$ cat src/rtl/shadow_pkg.sv
package shadow_pkg;

  typedef enum logic [1:0] {
    CLS_IMMEDIATE = 2'd0,
    CLS_FRAME     = 2'd1,
    CLS_COMMIT    = 2'd2
  } slot_class_e;

  localparam logic [7:0] PROC_ADDR    = 8'h00;
  localparam logic [7:0] IMM_BASE     = 8'h01;
  localparam logic [7:0] EXPO_ADDR    = 8'h08;
  localparam logic [7:0] FS_BASE      = 8'h10;
  localparam logic [7:0] LAT_BASE     = 8'h20;
  localparam logic [7:0] STAT_BASE    = 8'h40;

  localparam logic [7:0] PROC_DEFAULT = 8'h4A;
  localparam logic [7:0] EXPO_DEFAULT = 8'h80;
  localparam logic [7:0] PLAIN_MASK   = 8'h79;

  localparam int BIT_COMMIT = 7;
  localparam int BIT_EXPO   = 2;
  localparam int BIT_SLOPE  = 1;

  localparam logic [5:0] DEV_UPPER = 6'b010000;

  function automatic logic [7:0] slot_default(slot_class_e cls, int idx);
    logic [7:0] base;
    case (cls)
      CLS_IMMEDIATE: base = 8'h10;
      CLS_FRAME:     base = 8'h20;
      default:       base = 8'h30;
    endcase
    return base + 8'(idx);
  endfunction

  function automatic logic dev_match(logic [6:0] dev, logic sel);
    return dev == {DEV_UPPER, sel};
  endfunction

  function automatic logic [7:0] slot_addr(logic [7:0] base, int idx);
    return base + 8'(idx);
  endfunction

  function automatic logic [7:0] proc_word(logic [7:0] plain, logic arm,
                                           logic expo, logic slope);
    logic [7:0] w;
    w             = plain & PLAIN_MASK;
    w[BIT_COMMIT] = arm;
    w[BIT_EXPO]   = expo;
    w[BIT_SLOPE]  = slope;
    return w;
  endfunction

endpackage

$ cat src/rtl/sb_bus_decode.sv
module sb_bus_decode
  import shadow_pkg::*;
#(
  parameter int N_IMM = 4,
  parameter int N_FS  = 4,
  parameter int N_LAT = 4
) (
  input  logic             dev_sel,
  input  logic             bus_valid,
  input  logic             bus_write,
  input  logic [6:0]       bus_dev,
  input  logic [7:0]       bus_addr,
  output logic             dev_hit,
  output logic             wr_proc,
  output logic             wr_expo,
  output logic [N_IMM-1:0] wr_imm,
  output logic [N_FS-1:0]  wr_fs,
  output logic [N_LAT-1:0] wr_lat
);

  logic wr_any;

  assign dev_hit = dev_match(bus_dev, dev_sel);
  assign wr_any  = bus_valid & bus_write & dev_hit;
  assign wr_proc = wr_any && (bus_addr == PROC_ADDR);
  assign wr_expo = wr_any && (bus_addr == EXPO_ADDR);

  for (genvar i = 0; i < N_IMM; i++) begin : g_imm
    assign wr_imm[i] = wr_any && (bus_addr == slot_addr(IMM_BASE, i));
  end
  for (genvar i = 0; i < N_FS; i++) begin : g_fs
    assign wr_fs[i] = wr_any && (bus_addr == slot_addr(FS_BASE, i));
  end
  for (genvar i = 0; i < N_LAT; i++) begin : g_lat
    assign wr_lat[i] = wr_any && (bus_addr == slot_addr(LAT_BASE, i));
  end

endmodule

$ cat src/rtl/sb_cmd_ctrl.sv
module sb_cmd_ctrl
  import shadow_pkg::*;
(
  input  logic       clk,
  input  logic       rst_n,
  input  logic       frame_start,
  input  logic       wr_en,
  input  logic [7:0] wdata,
  output logic [7:0] proc_rd,
  output logic [7:0] plain_q,
  output logic       arm_q,
  output logic       expo_q,
  output logic       slope_q,
  output logic       commit_fire,
  output logic       expo_fire,
  output logic       slope_fire
);

  assign commit_fire = frame_start & arm_q;
  assign expo_fire   = frame_start & expo_q;
  assign slope_fire  = frame_start & slope_q;

  // a command bit clears when it fires; a fresh 1 written in the same cycle re-arms it
  always_ff @(posedge clk or negedge rst_n) begin
    if (!rst_n) begin
      plain_q <= PROC_DEFAULT & PLAIN_MASK;
      arm_q   <= PROC_DEFAULT[BIT_COMMIT];
      expo_q  <= PROC_DEFAULT[BIT_EXPO];
      slope_q <= PROC_DEFAULT[BIT_SLOPE];
    end else begin
      if (wr_en) plain_q <= wdata & PLAIN_MASK;
      arm_q   <= (arm_q   & ~commit_fire) | (wr_en & wdata[BIT_COMMIT]);
      expo_q  <= (expo_q  & ~expo_fire)   | (wr_en & wdata[BIT_EXPO]);
      slope_q <= (slope_q & ~slope_fire)  | (wr_en & wdata[BIT_SLOPE]);
    end
  end

  assign proc_rd = proc_word(plain_q, arm_q, expo_q, slope_q);

endmodule

$ cat src/rtl/sb_slot.sv
module sb_slot
  import shadow_pkg::*;
#(
  parameter slot_class_e CLS  = CLS_IMMEDIATE,
  parameter logic [7:0]  INIT = 8'h00
) (
  input  logic       clk,
  input  logic       rst_n,
  input  logic       wr_en,
  input  logic [7:0] wdata,
  input  logic       load_en,
  output logic [7:0] shadow_q,
  output logic [7:0] work_q
);

  always_ff @(posedge clk or negedge rst_n) begin
    if (!rst_n)     shadow_q <= INIT;
    else if (wr_en) shadow_q <= wdata;
  end

  if (CLS == CLS_IMMEDIATE) begin : g_direct
    logic unused_load;
    assign unused_load = load_en;
    assign work_q      = shadow_q;
  end else begin : g_held
    logic [7:0] held_q;
    // loads the pre-edge shadow; a write in the load cycle waits for the next event
    always_ff @(posedge clk or negedge rst_n) begin
      if (!rst_n)       held_q <= INIT;
      else if (load_en) held_q <= shadow_q;
    end
    assign work_q = held_q;
  end

endmodule

$ cat src/rtl/sb_read_mux.sv
module sb_read_mux
  import shadow_pkg::*;
#(
  parameter int N_IMM  = 4,
  parameter int N_FS   = 4,
  parameter int N_LAT  = 4,
  parameter int N_STAT = 4
) (
  input  logic              clk,
  input  logic              rst_n,
  input  logic              acc_req,
  input  logic              rd_req,
  input  logic [7:0]        bus_addr,
  input  logic [7:0]        proc_rd,
  input  logic [7:0]        expo_sh,
  input  logic [N_IMM*8-1:0]  imm_sh,
  input  logic [N_FS*8-1:0]   fs_sh,
  input  logic [N_LAT*8-1:0]  lat_sh,
  input  logic [N_STAT*8-1:0] stat_in,
  output logic              bus_ack,
  output logic [7:0]        bus_rdata
);

  logic [7:0] sel_val;

  always_comb begin
    sel_val = 8'h00;
    if (bus_addr == PROC_ADDR) sel_val = proc_rd;
    if (bus_addr == EXPO_ADDR) sel_val = expo_sh;
    for (int i = 0; i < N_IMM; i++)
      if (bus_addr == slot_addr(IMM_BASE, i)) sel_val = imm_sh[i*8 +: 8];
    for (int i = 0; i < N_FS; i++)
      if (bus_addr == slot_addr(FS_BASE, i)) sel_val = fs_sh[i*8 +: 8];
    for (int i = 0; i < N_LAT; i++)
      if (bus_addr == slot_addr(LAT_BASE, i)) sel_val = lat_sh[i*8 +: 8];
    for (int i = 0; i < N_STAT; i++)
      if (bus_addr == slot_addr(STAT_BASE, i)) sel_val = stat_in[i*8 +: 8];
  end

  always_ff @(posedge clk or negedge rst_n) begin
    if (!rst_n) begin
      bus_ack   <= 1'b0;
      bus_rdata <= 8'h00;
    end else begin
      bus_ack   <= acc_req;
      bus_rdata <= rd_req ? sel_val : 8'h00;
    end
  end

endmodule

$ cat src/rtl/shadow_bank.sv
module shadow_bank
  import shadow_pkg::*;
#(
  parameter int N_IMM  = 4,
  parameter int N_FS   = 4,
  parameter int N_LAT  = 4,
  parameter int N_STAT = 4
) (
  input  logic                clk,
  input  logic                rst_n,
  input  logic                dev_sel,
  input  logic                frame_start,
  input  logic                bus_valid,
  input  logic                bus_write,
  input  logic [6:0]          bus_dev,
  input  logic [7:0]          bus_addr,
  input  logic [7:0]          bus_wdata,
  output logic                bus_ack,
  output logic [7:0]          bus_rdata,
  input  logic [N_STAT*8-1:0] stat_in,
  output logic [7:0]          proc_flags,
  output logic [N_IMM*8-1:0]  imm_work,
  output logic [N_FS*8-1:0]   fs_work,
  output logic [N_LAT*8-1:0]  lat_work,
  output logic [7:0]          expo_work,
  output logic                commit_pulse,
  output logic                expo_pulse,
  output logic                slope_pulse
);

  localparam int IMM_W = N_IMM * 8;
  localparam int FS_W  = N_FS * 8;
  localparam int LAT_W = N_LAT * 8;

  logic             dev_hit, wr_proc, wr_expo;
  logic [N_IMM-1:0] wr_imm;
  logic [N_FS-1:0]  wr_fs;
  logic [N_LAT-1:0] wr_lat;
  logic             acc_req, rd_req;
  logic [7:0]       proc_rd, plain_q, expo_sh;
  logic             arm_q, expo_q, slope_q;
  logic             commit_fire, expo_fire, slope_fire;
  logic [IMM_W-1:0] imm_sh;
  logic [FS_W-1:0]  fs_sh;
  logic [LAT_W-1:0] lat_sh;

  sb_bus_decode #(.N_IMM(N_IMM), .N_FS(N_FS), .N_LAT(N_LAT)) u_dec (
    .dev_sel  (dev_sel),
    .bus_valid(bus_valid),
    .bus_write(bus_write),
    .bus_dev  (bus_dev),
    .bus_addr (bus_addr),
    .dev_hit  (dev_hit),
    .wr_proc  (wr_proc),
    .wr_expo  (wr_expo),
    .wr_imm   (wr_imm),
    .wr_fs    (wr_fs),
    .wr_lat   (wr_lat)
  );

  assign acc_req = bus_valid & dev_hit;
  assign rd_req  = acc_req & ~bus_write;

  sb_cmd_ctrl u_cmd (
    .clk        (clk),
    .rst_n      (rst_n),
    .frame_start(frame_start),
    .wr_en      (wr_proc),
    .wdata      (bus_wdata),
    .proc_rd    (proc_rd),
    .plain_q    (plain_q),
    .arm_q      (arm_q),
    .expo_q     (expo_q),
    .slope_q    (slope_q),
    .commit_fire(commit_fire),
    .expo_fire  (expo_fire),
    .slope_fire (slope_fire)
  );

  for (genvar i = 0; i < N_IMM; i++) begin : g_imm
    sb_slot #(.CLS(CLS_IMMEDIATE), .INIT(slot_default(CLS_IMMEDIATE, i))) u_slot (
      .clk(clk), .rst_n(rst_n), .wr_en(wr_imm[i]), .wdata(bus_wdata),
      .load_en(1'b0), .shadow_q(imm_sh[i*8 +: 8]), .work_q(imm_work[i*8 +: 8])
    );
  end

  for (genvar i = 0; i < N_FS; i++) begin : g_fs
    sb_slot #(.CLS(CLS_FRAME), .INIT(slot_default(CLS_FRAME, i))) u_slot (
      .clk(clk), .rst_n(rst_n), .wr_en(wr_fs[i]), .wdata(bus_wdata),
      .load_en(frame_start), .shadow_q(fs_sh[i*8 +: 8]), .work_q(fs_work[i*8 +: 8])
    );
  end

  for (genvar i = 0; i < N_LAT; i++) begin : g_lat
    sb_slot #(.CLS(CLS_COMMIT), .INIT(slot_default(CLS_COMMIT, i))) u_slot (
      .clk(clk), .rst_n(rst_n), .wr_en(wr_lat[i]), .wdata(bus_wdata),
      .load_en(commit_fire), .shadow_q(lat_sh[i*8 +: 8]), .work_q(lat_work[i*8 +: 8])
    );
  end

  sb_slot #(.CLS(CLS_COMMIT), .INIT(EXPO_DEFAULT)) u_expo (
    .clk(clk), .rst_n(rst_n), .wr_en(wr_expo), .wdata(bus_wdata),
    .load_en(expo_fire), .shadow_q(expo_sh), .work_q(expo_work)
  );

  sb_read_mux #(.N_IMM(N_IMM), .N_FS(N_FS), .N_LAT(N_LAT), .N_STAT(N_STAT)) u_rd (
    .clk      (clk),
    .rst_n    (rst_n),
    .acc_req  (acc_req),
    .rd_req   (rd_req),
    .bus_addr (bus_addr),
    .proc_rd  (proc_rd),
    .expo_sh  (expo_sh),
    .imm_sh   (imm_sh),
    .fs_sh    (fs_sh),
    .lat_sh   (lat_sh),
    .stat_in  (stat_in),
    .bus_ack  (bus_ack),
    .bus_rdata(bus_rdata)
  );

  assign proc_flags   = plain_q;
  assign commit_pulse = commit_fire;
  assign expo_pulse   = expo_fire;
  assign slope_pulse  = slope_fire;

endmodule

$ cat config.mk
export PLATFORM = sky130hd
export DESIGN_NAME = shadow_bank
export DESIGN_NICKNAME = d
export VERILOG_FILES = /design/src/rtl/shadow_pkg.sv /design/src/rtl/sb_bus_decode.sv /design/src/rtl/sb_cmd_ctrl.sv /design/src/rtl/sb_slot.sv /design/src/rtl/sb_read_mux.sv /design/src/rtl/shadow_bank.sv
export SDC_FILE = /design/constraint.sdc
export NUM_CORES = 1
export LEC_CHECK = 0
export ABC_CLOCK_PERIOD_IN_PS = 2300
export BUFFER_PORTS_ARGS = -buffer_cell sky130_fd_sc_hd__buf_2
export CORE_MARGIN = 5
export CORE_UTILIZATION = 40
export CTS_CLUSTER_DIAMETER = 150
export DETAILED_ROUTE_END_ITERATION = 16
export GPL_TIMING_DRIVEN = 0
export PLACE_DENSITY = 0.64
export SYNTH_ARGS = -nofsm -noshare
export SYNTH_HDL_FRONTEND = slang
export SYNTH_SLANG_ARGS = --single-unit
export TNS_END_PERCENT = 1
$ cat constraint.sdc
create_clock -name clk -period 2.3 [get_ports clk]
set_input_delay 0.23 -clock clk [delete_from_list [all_inputs] [get_ports clk]]
set_output_delay 0.23 -clock clk [all_outputs]
set_load 0.05 [all_outputs]
==> results.ini, run 1 <==
[outcome]
status=finished with violations
failed_checks=negative setup slack

[run]
drv_cap=0

[clock_tree]
clock-root-buffer=clkbuf_16
insertion_delay_ps=440
cts.path.max_buffers=2
numCtsBuffers=17
clkSlewWorstSetupHoldPaths_ps=70
cts_sinks=193
cts_max_level=4
cts_tree=yes
cts-resized-gates=0
postCtsSetupBuffers=0

[timing]
hold_violations=0
period_needed_ps=2320
rsz0062_at_grt=true
fin_crit_sh_pct=101
setup_viol=7
fin_hold_ws_ps=77.9
tightest_slew_ps=1010
max-slew-margin-rel_pct=31.9
fmax_ghz=0.432
setup_ws_ps=-17.4
drv_slew=0
fin_skew_ps=11.2

[grt]
grt_antenna_before_repair=3
grt_pass1_vias=7046
grt_pass1_wl_mm=43.6
track_usage_pct=22.4
gr-total-overflow=0
grt_max_degree=109

[logic_synthesis]
synth-edff-count=0
yosysUniqueCellTypes=64
synth-seq-area-share_pct=54.5
synth_top_area_share_pct=39.0
synth_area_sq_um=8990
ys.flop_type=dfrtp_1
avgSynthCellArea_sq_um=12.4
syn_inst=723
synth_seq_cells=193
synth_commonest_cells=180 x mux2_2, 140 x dfrtp_1, 53 x dfstp_2, 44 x o21ai_0, 43 x nand2_1
synth.largest_area_cell=dfrtp_1
synth_area_leaders=dfrtp_1 39%, mux2_2 23%, dfstp_2 15%, o21ai_0 2.4%, nand2_1 1.8%
async_flop_share_pct=100
synth.most_common_cell=mux2_2
yosysWarnings=0

[floorplan]
row_count=54
die_area_sq_um=25600
die_w_microns=160
start_util_pct=40.9
placeableCoreArea_sq_um=22000
pin_count=185
die_h_microns=160

[route]
first_pass_iters=5
wl_mm=28.7
drt_iter0_markers=667
drcViolationCount=0
wl_per_cell_microns=23.6
vias_per_cell=5.66
antenna_left=0
num_vias=6903

[cells_and_area]
seqCellArea_sq_um=4900
drive_gt1_share_pct=52.6
multi_input_area_sq_um=3850
fin_nets=985
postLayoutCoreUtil_pct=49.5
area_growth_pct=20.9
fill_cells=2020

[power]
power_density_nw_per_um2=627
p_total_mw=6.82
pwr-share-seq_pct=50.0
internal_power_mw=5.07
pwr-share-clk_pct=43.0
leakage_nw=5.28
switching_power_mw=1.75
switching_share_pct=25.6
vdd_drop_max_v=0.000504
p_comb_share_pct=6.9

[setup_path]
critPathRequiredTime_ps=2630
reg2reg_to=u_rd.bus_rdata[1]
r2r-start=u_cmd.slope_q
startpoint=bus_dev[3]
worstPathArrival_ps=2650
reg2reg_depth=6
crit_end=g_imm[0].u_slot.shadow_q[6]
r2r_slack_ps=440
critPathKind=in2reg
cp-end-kind=flip-flop
crit_fanout=8
startpoint_type=input port

[placement]
port_buffers=177
routabilityCongestion=0.946
place_ws_ps=-222
dp_hpwl_mm=21.3

[worst_hold_path]
min_path_type=in2reg
min_path_cells=2

[stage by stage]
step | instances | setup TNS, ps | area [sq um]
global route | 1219 | -2850 | 10900
global placement | 1182 | -363800 | 10200
CTS | 1217 | 0 | 10900
floorplan | 725 | 0 | 9000
finish | 1219 | -67.6 | 10900
detailed placement | 1183 | -3150 | 10300
[flip-flops by register name, summed over array words and instances, names as in the netlist]
name,flops
u_rd.bus_ack,1
u_cmd.arm_q,1
g_imm.u_slot.shadow_q,32
u_expo.work_q,8
u_rd.bus_rdata,8
g_fs.u_slot.work_q,32
g_fs.u_slot.shadow_q,32
u_cmd.plain_q,5
g_lat.u_slot.shadow_q,32
g_lat.u_slot.work_q,32
u_cmd.expo_q,1
u_cmd.slope_q,1
u_expo.shadow_q,8
[power by group through the flow]
| stage | Sequential [mW] | Combinational (mW) | Clock, mW |
|---|---|---|---|
| floorplan | 3.50 | 0.196 | 0 |
| global placement | 3.47 | 0.461 | 0 |
| detailed placement | 3.47 | 0.467 | 0 |
| CTS | 3.41 | 0.472 | 2.98 |
| global route | 3.41 | 0.508 | 3.14 |
| finish | 3.41 | 0.472 | 2.93 |
[timing repair]
action                                 CTS  global route
hold buffers                             2             0
setup endpoints to repair                0            40
endpoints found under the hold margin   61             0
[placed cells by master, fill, tap and decap left out, drive strengths merged, types with 7 or more instances in the layout]
cell type  count
buf          198
nor3           7
inv           19
mux2         180
a21oi         28
nand2         44
o22ai         11
o21ai         45
nand3          7
clkbuf        44
nor2          49
dfrtp        140
dfstp         53
mux2i         12
[cell type report]
type                    count  area share, %
well taps                 280           3.22
flip-flops and latches    193           45.1
inverters                  11          0.380
clock buffers              18           3.95
plain buffers              46           1.92
repair buffers            180           8.68
multi-input cells         475           35.4
diodes                      2         0.0461
clock inverters            14           1.30
[metal layers]
layer / vias to the layer above / GRT usage [%] / share of wire, % / wire length, microns
met3: 68 / 5.39 / 7.6 / 2190
met5: - / 0 / 0.045 / 13
met4: 2 / 9.74 / 3.8 / 1090
met1: 3449 / 29.9 / 42 / 12200
li1: 3053 / - / - / -
met2: 331 / 35.0 / 46 / 13300
[worst max-delay path, cell delays in order]
cell	delay, ps
dlygate4sd3_1	530
buf_2	130
nor3_1	220
and4_1	380
nand2_2	200
nor2_2	540
mux2_2	410
[worst min path at each step]
stage | endpoint | slack [ps] | start
detailed placement | g_lat[1].u_slot.work_q[2] | 270 | rst_n
global route | g_imm[1].u_slot.shadow_q[6] | 80 | bus_wdata[6]
global placement | u_rd.bus_ack | 430 | bus_dev[3]
CTS | g_imm[1].u_slot.shadow_q[4] | 70 | bus_wdata[4]
finish | g_imm[1].u_slot.shadow_q[4] | 80 | bus_wdata[4]
floorplan | g_fs[0].u_slot.shadow_q[0] | -70 | rst_n
[cell families (layout without fill, tap and decap cells)]
kind of cell    Yosys count  in the layout  share of synthesized area, %
other cells               1              5                        0.0417
simple gates            144            144                          8.82
xor+xnor                  1              1                        0.0975
buf+inv                  57            269                          2.78
flops                   193            193                          54.5
compound gates          133            133                          9.40
mux                     194            194                          24.4
(Power assumes the default switching activity.)
==> run 2, diff against run 1 <==
Settings changed: SETUP_SLACK_MARGIN from default to 0.02.
==> results.ini, run 2 (same netlist as run 1, synthesis figures left out) <==
[outcome]
status=finished with violations
failed_checks=negative setup slack

[grt]
grt_pass1_vias=7046  ; unchanged
grt_pass1_wl_mm=43.6  ; unchanged
grt_antenna_before_repair=3  ; unchanged
track_usage_pct=22.4  ; unchanged
gr-total-overflow=0  ; unchanged
grt_max_degree=109  ; unchanged

[timing]
period_needed_ps=2310  ; -6.77 ps
max-slew-margin-rel_pct=34.7  ; +2.7 points
tns_ps=-27.8  ; +39.8 ps
hold_violations=0  ; unchanged
tightest_slew_ps=972  ; -40.8 ps
fmax_ghz=0.433  ; +0.29%
drv_slew=0  ; unchanged
fin_skew_ps=11.2  ; -0.00450 ps
fin_hold_ws_ps=74.9  ; -2.99 ps
setup_ws_ps=-10.6  ; +6.77 ps
fin_crit_sh_pct=100  ; -0.29 points
setup_viol=5  ; -2
rsz0062_at_grt=true

[power]
leakage_nw=5.28  ; about the same
power_density_nw_per_um2=628  ; about the same
vdd_drop_max_v=0.000508  ; +0.85%

[route]
drt_iter0_markers=664  ; -0.45%
antenna_left=0  ; unchanged
vias_per_cell=5.63  ; -0.61%
drcViolationCount=0  ; unchanged
first_pass_iters=5  ; unchanged
wl_per_cell_microns=23.5  ; about the same
num_vias=6861  ; -0.61%
wl_mm=28.7  ; about the same

[setup_path]
critPathKind=in2reg
cp-end-kind=flip-flop
path_cells=dlygate4sd3_1 -> buf_2 -> nor3_1 -> and4_1 -> nand2_2 -> nor2_2 -> mux2_2
r2r-start=u_cmd.slope_q
startpoint_type=input port
cp_slowest_cell=nor2_2
slowest_delay_ps=540  ; about the same
crit_end=g_imm[0].u_slot.shadow_q[6]
critPathRequiredTime_ps=2630  ; about the same
reg2reg_depth=6  ; unchanged
startpoint=bus_dev[3]
r2r_slack_ps=450  ; about the same
worstPathArrival_ps=2640  ; about the same
crit_fanout=8  ; unchanged
reg2reg_to=u_rd.bus_rdata[1]

[placement]
place_ws_ps=-222  ; unchanged
routabilityCongestion=0.946  ; unchanged
port_buffers=177  ; unchanged
dp.cells=1183  ; unchanged
dp_hpwl_mm=21.3  ; unchanged
placed_area_sq_um=10300  ; unchanged

[clock_tree]
clkSlewWorstSetupHoldPaths_ps=70  ; about the same
clock-root-buffer=clkbuf_16
cts_max_level=4  ; unchanged
cts_sinks=193  ; unchanged
numCtsBuffers=17  ; unchanged
cts_tree=yes
cts.path.max_buffers=2  ; unchanged
insertion_delay_ps=450  ; about the same
postCtsSetupBuffers=0  ; unchanged

[cells_and_area]
most-common-layout-cells=192 x buf_2, 180 x mux2_2, 140 x dfrtp_1, 53 x dfstp_2, 44 x o21ai_0
final_common_cell=buf_2
final_area_sq_um=10900  ; about the same
fill_cells=2019  ; -0.050%
drive_gt1_share_pct=52.7  ; +0.11 points
fin_nets=985  ; unchanged
final_cells=1219  ; unchanged
area_growth_pct=20.9  ; about the same

[floorplan]
start_util_pct=40.9  ; unchanged
placeableCoreArea_sq_um=22000  ; unchanged
die_area_sq_um=25600  ; unchanged
row_count=54  ; unchanged
die_w_microns=160  ; unchanged
die_h_microns=160  ; unchanged
pin_count=185  ; unchanged

[worst_hold_path]
min_path_type=in2reg
hold_start=bus_wdata[4]

[run]
drv_cap=0  ; unchanged

## run 2: worst max-delay path, delay by kind of cell
family	cells	cell delay (ps)
buffers and inverters	2	660
and+or+nand+nor	4	1340
muxes	1	410
## run 2: final cells by class
cell class,instances,area (sq um),area share (%)
inverter,11,41.3,0.380
clock inverter,14,141,1.30
tap,280,350,3.22
multi-input combinational,475,3850,35.4
clock buffer,18,429,3.95
antenna,2,5.00,0.0461
buffer,46,210,1.93
timing repair buffer,180,943,8.68
sequential,193,4900,45.1
## run 2: what timing repair did
| item | 4_1_cts | 5_1_grt |
|---|---|---|
| endpoints found under the hold margin | 61 | 0 |
| hold buffers | 2 | 0 |
| resized for setup | 0 | 2 |
| setup endpoints to repair | 0 | 47 |
## run 2: how the worst min path moves through the flow
stage / end / cells after the start
after floorplan: g_fs[0].u_slot.shadow_q[0] / 0
after global placement: u_rd.bus_ack / 2
after detailed placement: g_lat[1].u_slot.work_q[2] / 1
after CTS: g_imm[1].u_slot.shadow_q[4] / 2
after global routing: g_imm[1].u_slot.shadow_q[6] / 2
final: g_imm[1].u_slot.shadow_q[4] / 2
## run 2: per-stage QoR
step	utilization (%)	total power, mW
floorplan	-	3.69
global placement	46.6	3.93
detailed placement	46.8	3.94
global route	49.5	7.06
finish	49.5	6.82
CTS	49.5	6.87
## run 2: power breakdown
part	internal [mW]	leakage, nW	switching, mW	total [mW]
Combinational	0.135	2.51	0.337	0.472
Clock	1.53	0.279	1.41	2.94
Sequential	3.41	2.49	0.00356	3.41
Total	5.07	5.28	1.75	6.82
## run 2: layer usage
layer / wire (microns) / track usage (%) / up-vias
met1: 12200 / 29.9 / 3419
met3: 2180 / 5.39 / 68
met4: 1080 / 9.74 / 2
met5: 13 / 0 / -
met2: 13200 / 35.0 / 324
li1: - / - / 3048
==> run 3, diff against run 2 <==
Settings changed: ABC_AREA from default to 1, PLACE_DENSITY 0.64 to 0.65.
==> results.ini, run 3 <==
[run]
drv_cap=0  ; unchanged

[clock_tree]
cts.path.max_buffers=2  ; unchanged
numCtsBuffers=17  ; unchanged
postCtsSetupBuffers=0  ; unchanged
cts_sinks=193  ; unchanged
cts_max_level=4  ; unchanged
clock-root-buffer=clkbuf_16
clkSlewWorstSetupHoldPaths_ps=70  ; about the same
cts_tree=yes
insertion_delay_ps=440  ; about the same

[timing]
hold_violations=0  ; unchanged
max-slew-margin-rel_pct=35.9  ; +1.2 points
drv_slew=0  ; unchanged
tightest_slew_ps=962  ; -10.5 ps
fmax_ghz=0.458  ; +5.8%
fin_skew_ps=11.4  ; +0.116 ps
setup_ws_ps=116  ; +127 ps
setup_viol=0  ; -5
tns_ps=0  ; +27.8 ps
period_needed_ps=2180  ; -127 ps
rsz0062_at_grt=false
fin_crit_sh_pct=94.9  ; -5.5 points

[setup_path]
reg2reg_depth=12  ; +6
critPathRequiredTime_ps=2070  ; -560 ps
critPathKind=in2out
startpoint_type=input port
worstPathArrival_ps=1950  ; -690 ps
crit_fanout=10  ; +2
cp-end-kind=output pin

[grt]
grt_pass1_wl_mm=40.1  ; -8.2%
grt_max_degree=102  ; -6.4%
gr-total-overflow=0  ; unchanged
grt_antenna_before_repair=1  ; -2
track_usage_pct=21.0  ; -1.4 points
grt_pass1_vias=7211  ; +2.3%

[route]
drt_iter0_markers=498  ; -25%
drcViolationCount=0  ; unchanged
first_pass_iters=5  ; unchanged
antenna_left=0  ; unchanged
wl_mm=25.3  ; -12%
wl_per_cell_microns=17.6  ; -25%
num_vias=7187  ; +4.8%
vias_per_cell=4.99  ; -11%

[placement]
routabilityCongestion=0.906  ; -4.3%
dp_hpwl_mm=18.8  ; -12%
port_buffers=181  ; +2.3%
place_ws_ps=-116  ; +107 ps

[logic_synthesis]
synth_area_sq_um=8700  ; -3.2%
synth-seq-area-share_pct=56.2  ; +1.8 points
avgSynthCellArea_sq_um=9.21  ; -26%
syn_inst=945  ; +31%
synth.most_common_cell=nand2_1
synth_commonest_cells=333 x nand2_1, 140 x dfrtp_1, 63 x o21ai_1, 60 x inv_1, 53 x dfstp_2
ys.flop_type=dfrtp_1
async_flop_share_pct=100  ; unchanged
yosysWarnings=0  ; unchanged
synth.largest_area_cell=dfrtp_1
synth_area_leaders=dfrtp_1 40%, dfstp_2 16%, nand2_1 14%, mux2_2 4.0%, o21ai_1 3.6%
synth_seq_cells=193  ; unchanged
synth_top_area_share_pct=40.2  ; +1.3 points
synth-edff-count=0  ; unchanged
yosysUniqueCellTypes=36  ; -44%

[cells_and_area]
diodes=0  ; -2
most-common-layout-cells=333 x nand2_1, 184 x buf_2, 140 x dfrtp_1, 63 x o21ai_1, 60 x inv_1
drive_gt1_share_pct=32.5  ; -20 points
fin_nets=1209  ; +23%
fill_cells=2053  ; +1.7%
final_common_cell=nand2_1
area_growth_pct=21.5

[floorplan]
start_util_pct=40.3  ; -0.67 points
die_area_sq_um=24800  ; -3.0%
row_count=54  ; unchanged
pin_count=185  ; unchanged
placeableCoreArea_sq_um=21600  ; -1.5%
die_w_microns=158  ; -1.5%
die_h_microns=158  ; -1.5%

[worst_hold_path]
min_path_cells=3  ; +1
min_path_type=in2reg

[outcome]
status=complete, no violations

[power]
leakage_nw=5.35  ; +1.4%
power_density_nw_per_um2=623  ; -0.78%
vdd_drop_max_v=0.000381  ; -25%

## run 3: cell count changes after synthesis, moves of 12 or more
cell,delta
buf_2,-12
inv_1,+49
mux2_2,-149
mux2i_1,-12
nand2_1,+290
nand4_1,+18
o21ai_1,+62
o21ai_2,+16
## run 3: power by group
| part | internal, mW | total, mW | switching (mW) |
|---|---|---|---|
| sequential | 3.40 | 3.40 | 0.00170 |
| combinational | 0.0745 | 0.287 | 0.213 |
| clock | 1.56 | 2.90 | 1.33 |
## run 3: routing by layer
| layer | global-route usage (%) | wire [microns] |
|---|---|---|
| met2 | 34.6 | 12200 |
| met1 | 28.2 | 11000 |
| met3 | 4.34 | 1620 |
| met4 | 6.27 | 500 |
| met5 | 0 | 13 |
## run 3: layout make-up
| class | count | area (sq um) | share of cell area (%) |
|---|---|---|---|
| Buffer | 36 | 246 | 2.33 |
| Clock buffer | 22 | 464 | 4.39 |
| Clock inverter | 10 | 101 | 0.958 |
| Inverter | 66 | 248 | 2.34 |
| Multi-Input combinational cell | 651 | 3320 | 31.4 |
| Sequential cell | 193 | 4900 | 46.3 |
| Tap cell | 280 | 350 | 3.31 |
| Timing Repair Buffer | 183 | 953 | 9.01 |
## run 3: stage by stage
step | hold slack [ps] | std cells | power [mW] | instance area (sq um) | util (%)
final | 100 | 1441 | 6.59 | 10600 | 48.9
after global placement | 455 | 1408 | 3.74 | 9970 | 46.1
after global routing | 107 | 1441 | 6.81 | 10600 | 48.9
after floorplan | -65.6 | 947 | 3.57 | 8710 | -
after detailed placement | 334 | 1409 | 3.75 | 10000 | 46.3
after CTS | 81.5 | 1442 | 6.64 | 10600 | 48.9
## run 3: what timing repair did
action / 4_1_cts / 5_1_grt
resized for setup: 0 / 0
endpoints found under the hold margin: 75 / 0
endpoints found under the setup margin: 0 / 1
hold buffers: 1 / 0
## run 3: cell families after synthesis
| group | count (synthesis) | share of synthesized area [%] |
|---|---|---|
| AND/OR/NAND/NOR | 451 | 23.6 |
| flip-flops | 193 | 56.2 |
| AO/OA/AOI/OAI | 165 | 10.3 |
| buffers and inverters | 103 | 5.72 |
| multiplexers | 31 | 4.01 |
| XOR/XNOR | 1 | 0.101 |
| other | 1 | 0.0431 |
## run 3: final timing paths
check / startpoint / to / slack (ps)
min in group asynchronous: rst_n / g_fs[0].u_slot.work_q[4] / 430
worst max-delay path: frame_start / slope_pulse / 120
worst max register to register: u_expo.shadow_q[6] / u_rd.bus_rdata[6] / 280
worst min register to register: u_expo.work_q[7] / u_expo.work_q[7] / 470
worst min-delay path: stat_in[18] / u_rd.bus_rdata[2] / 100
max in group asynchronous: rst_n / g_lat[2].u_slot.work_q[4] / 930
## run 3: worst max-delay path, cell delays in order
cell and delay (ps):
buf_2 130, clkbuf_1 560, clkbuf_1 550, nand2_1 160, inv_1 70, buf_2 250
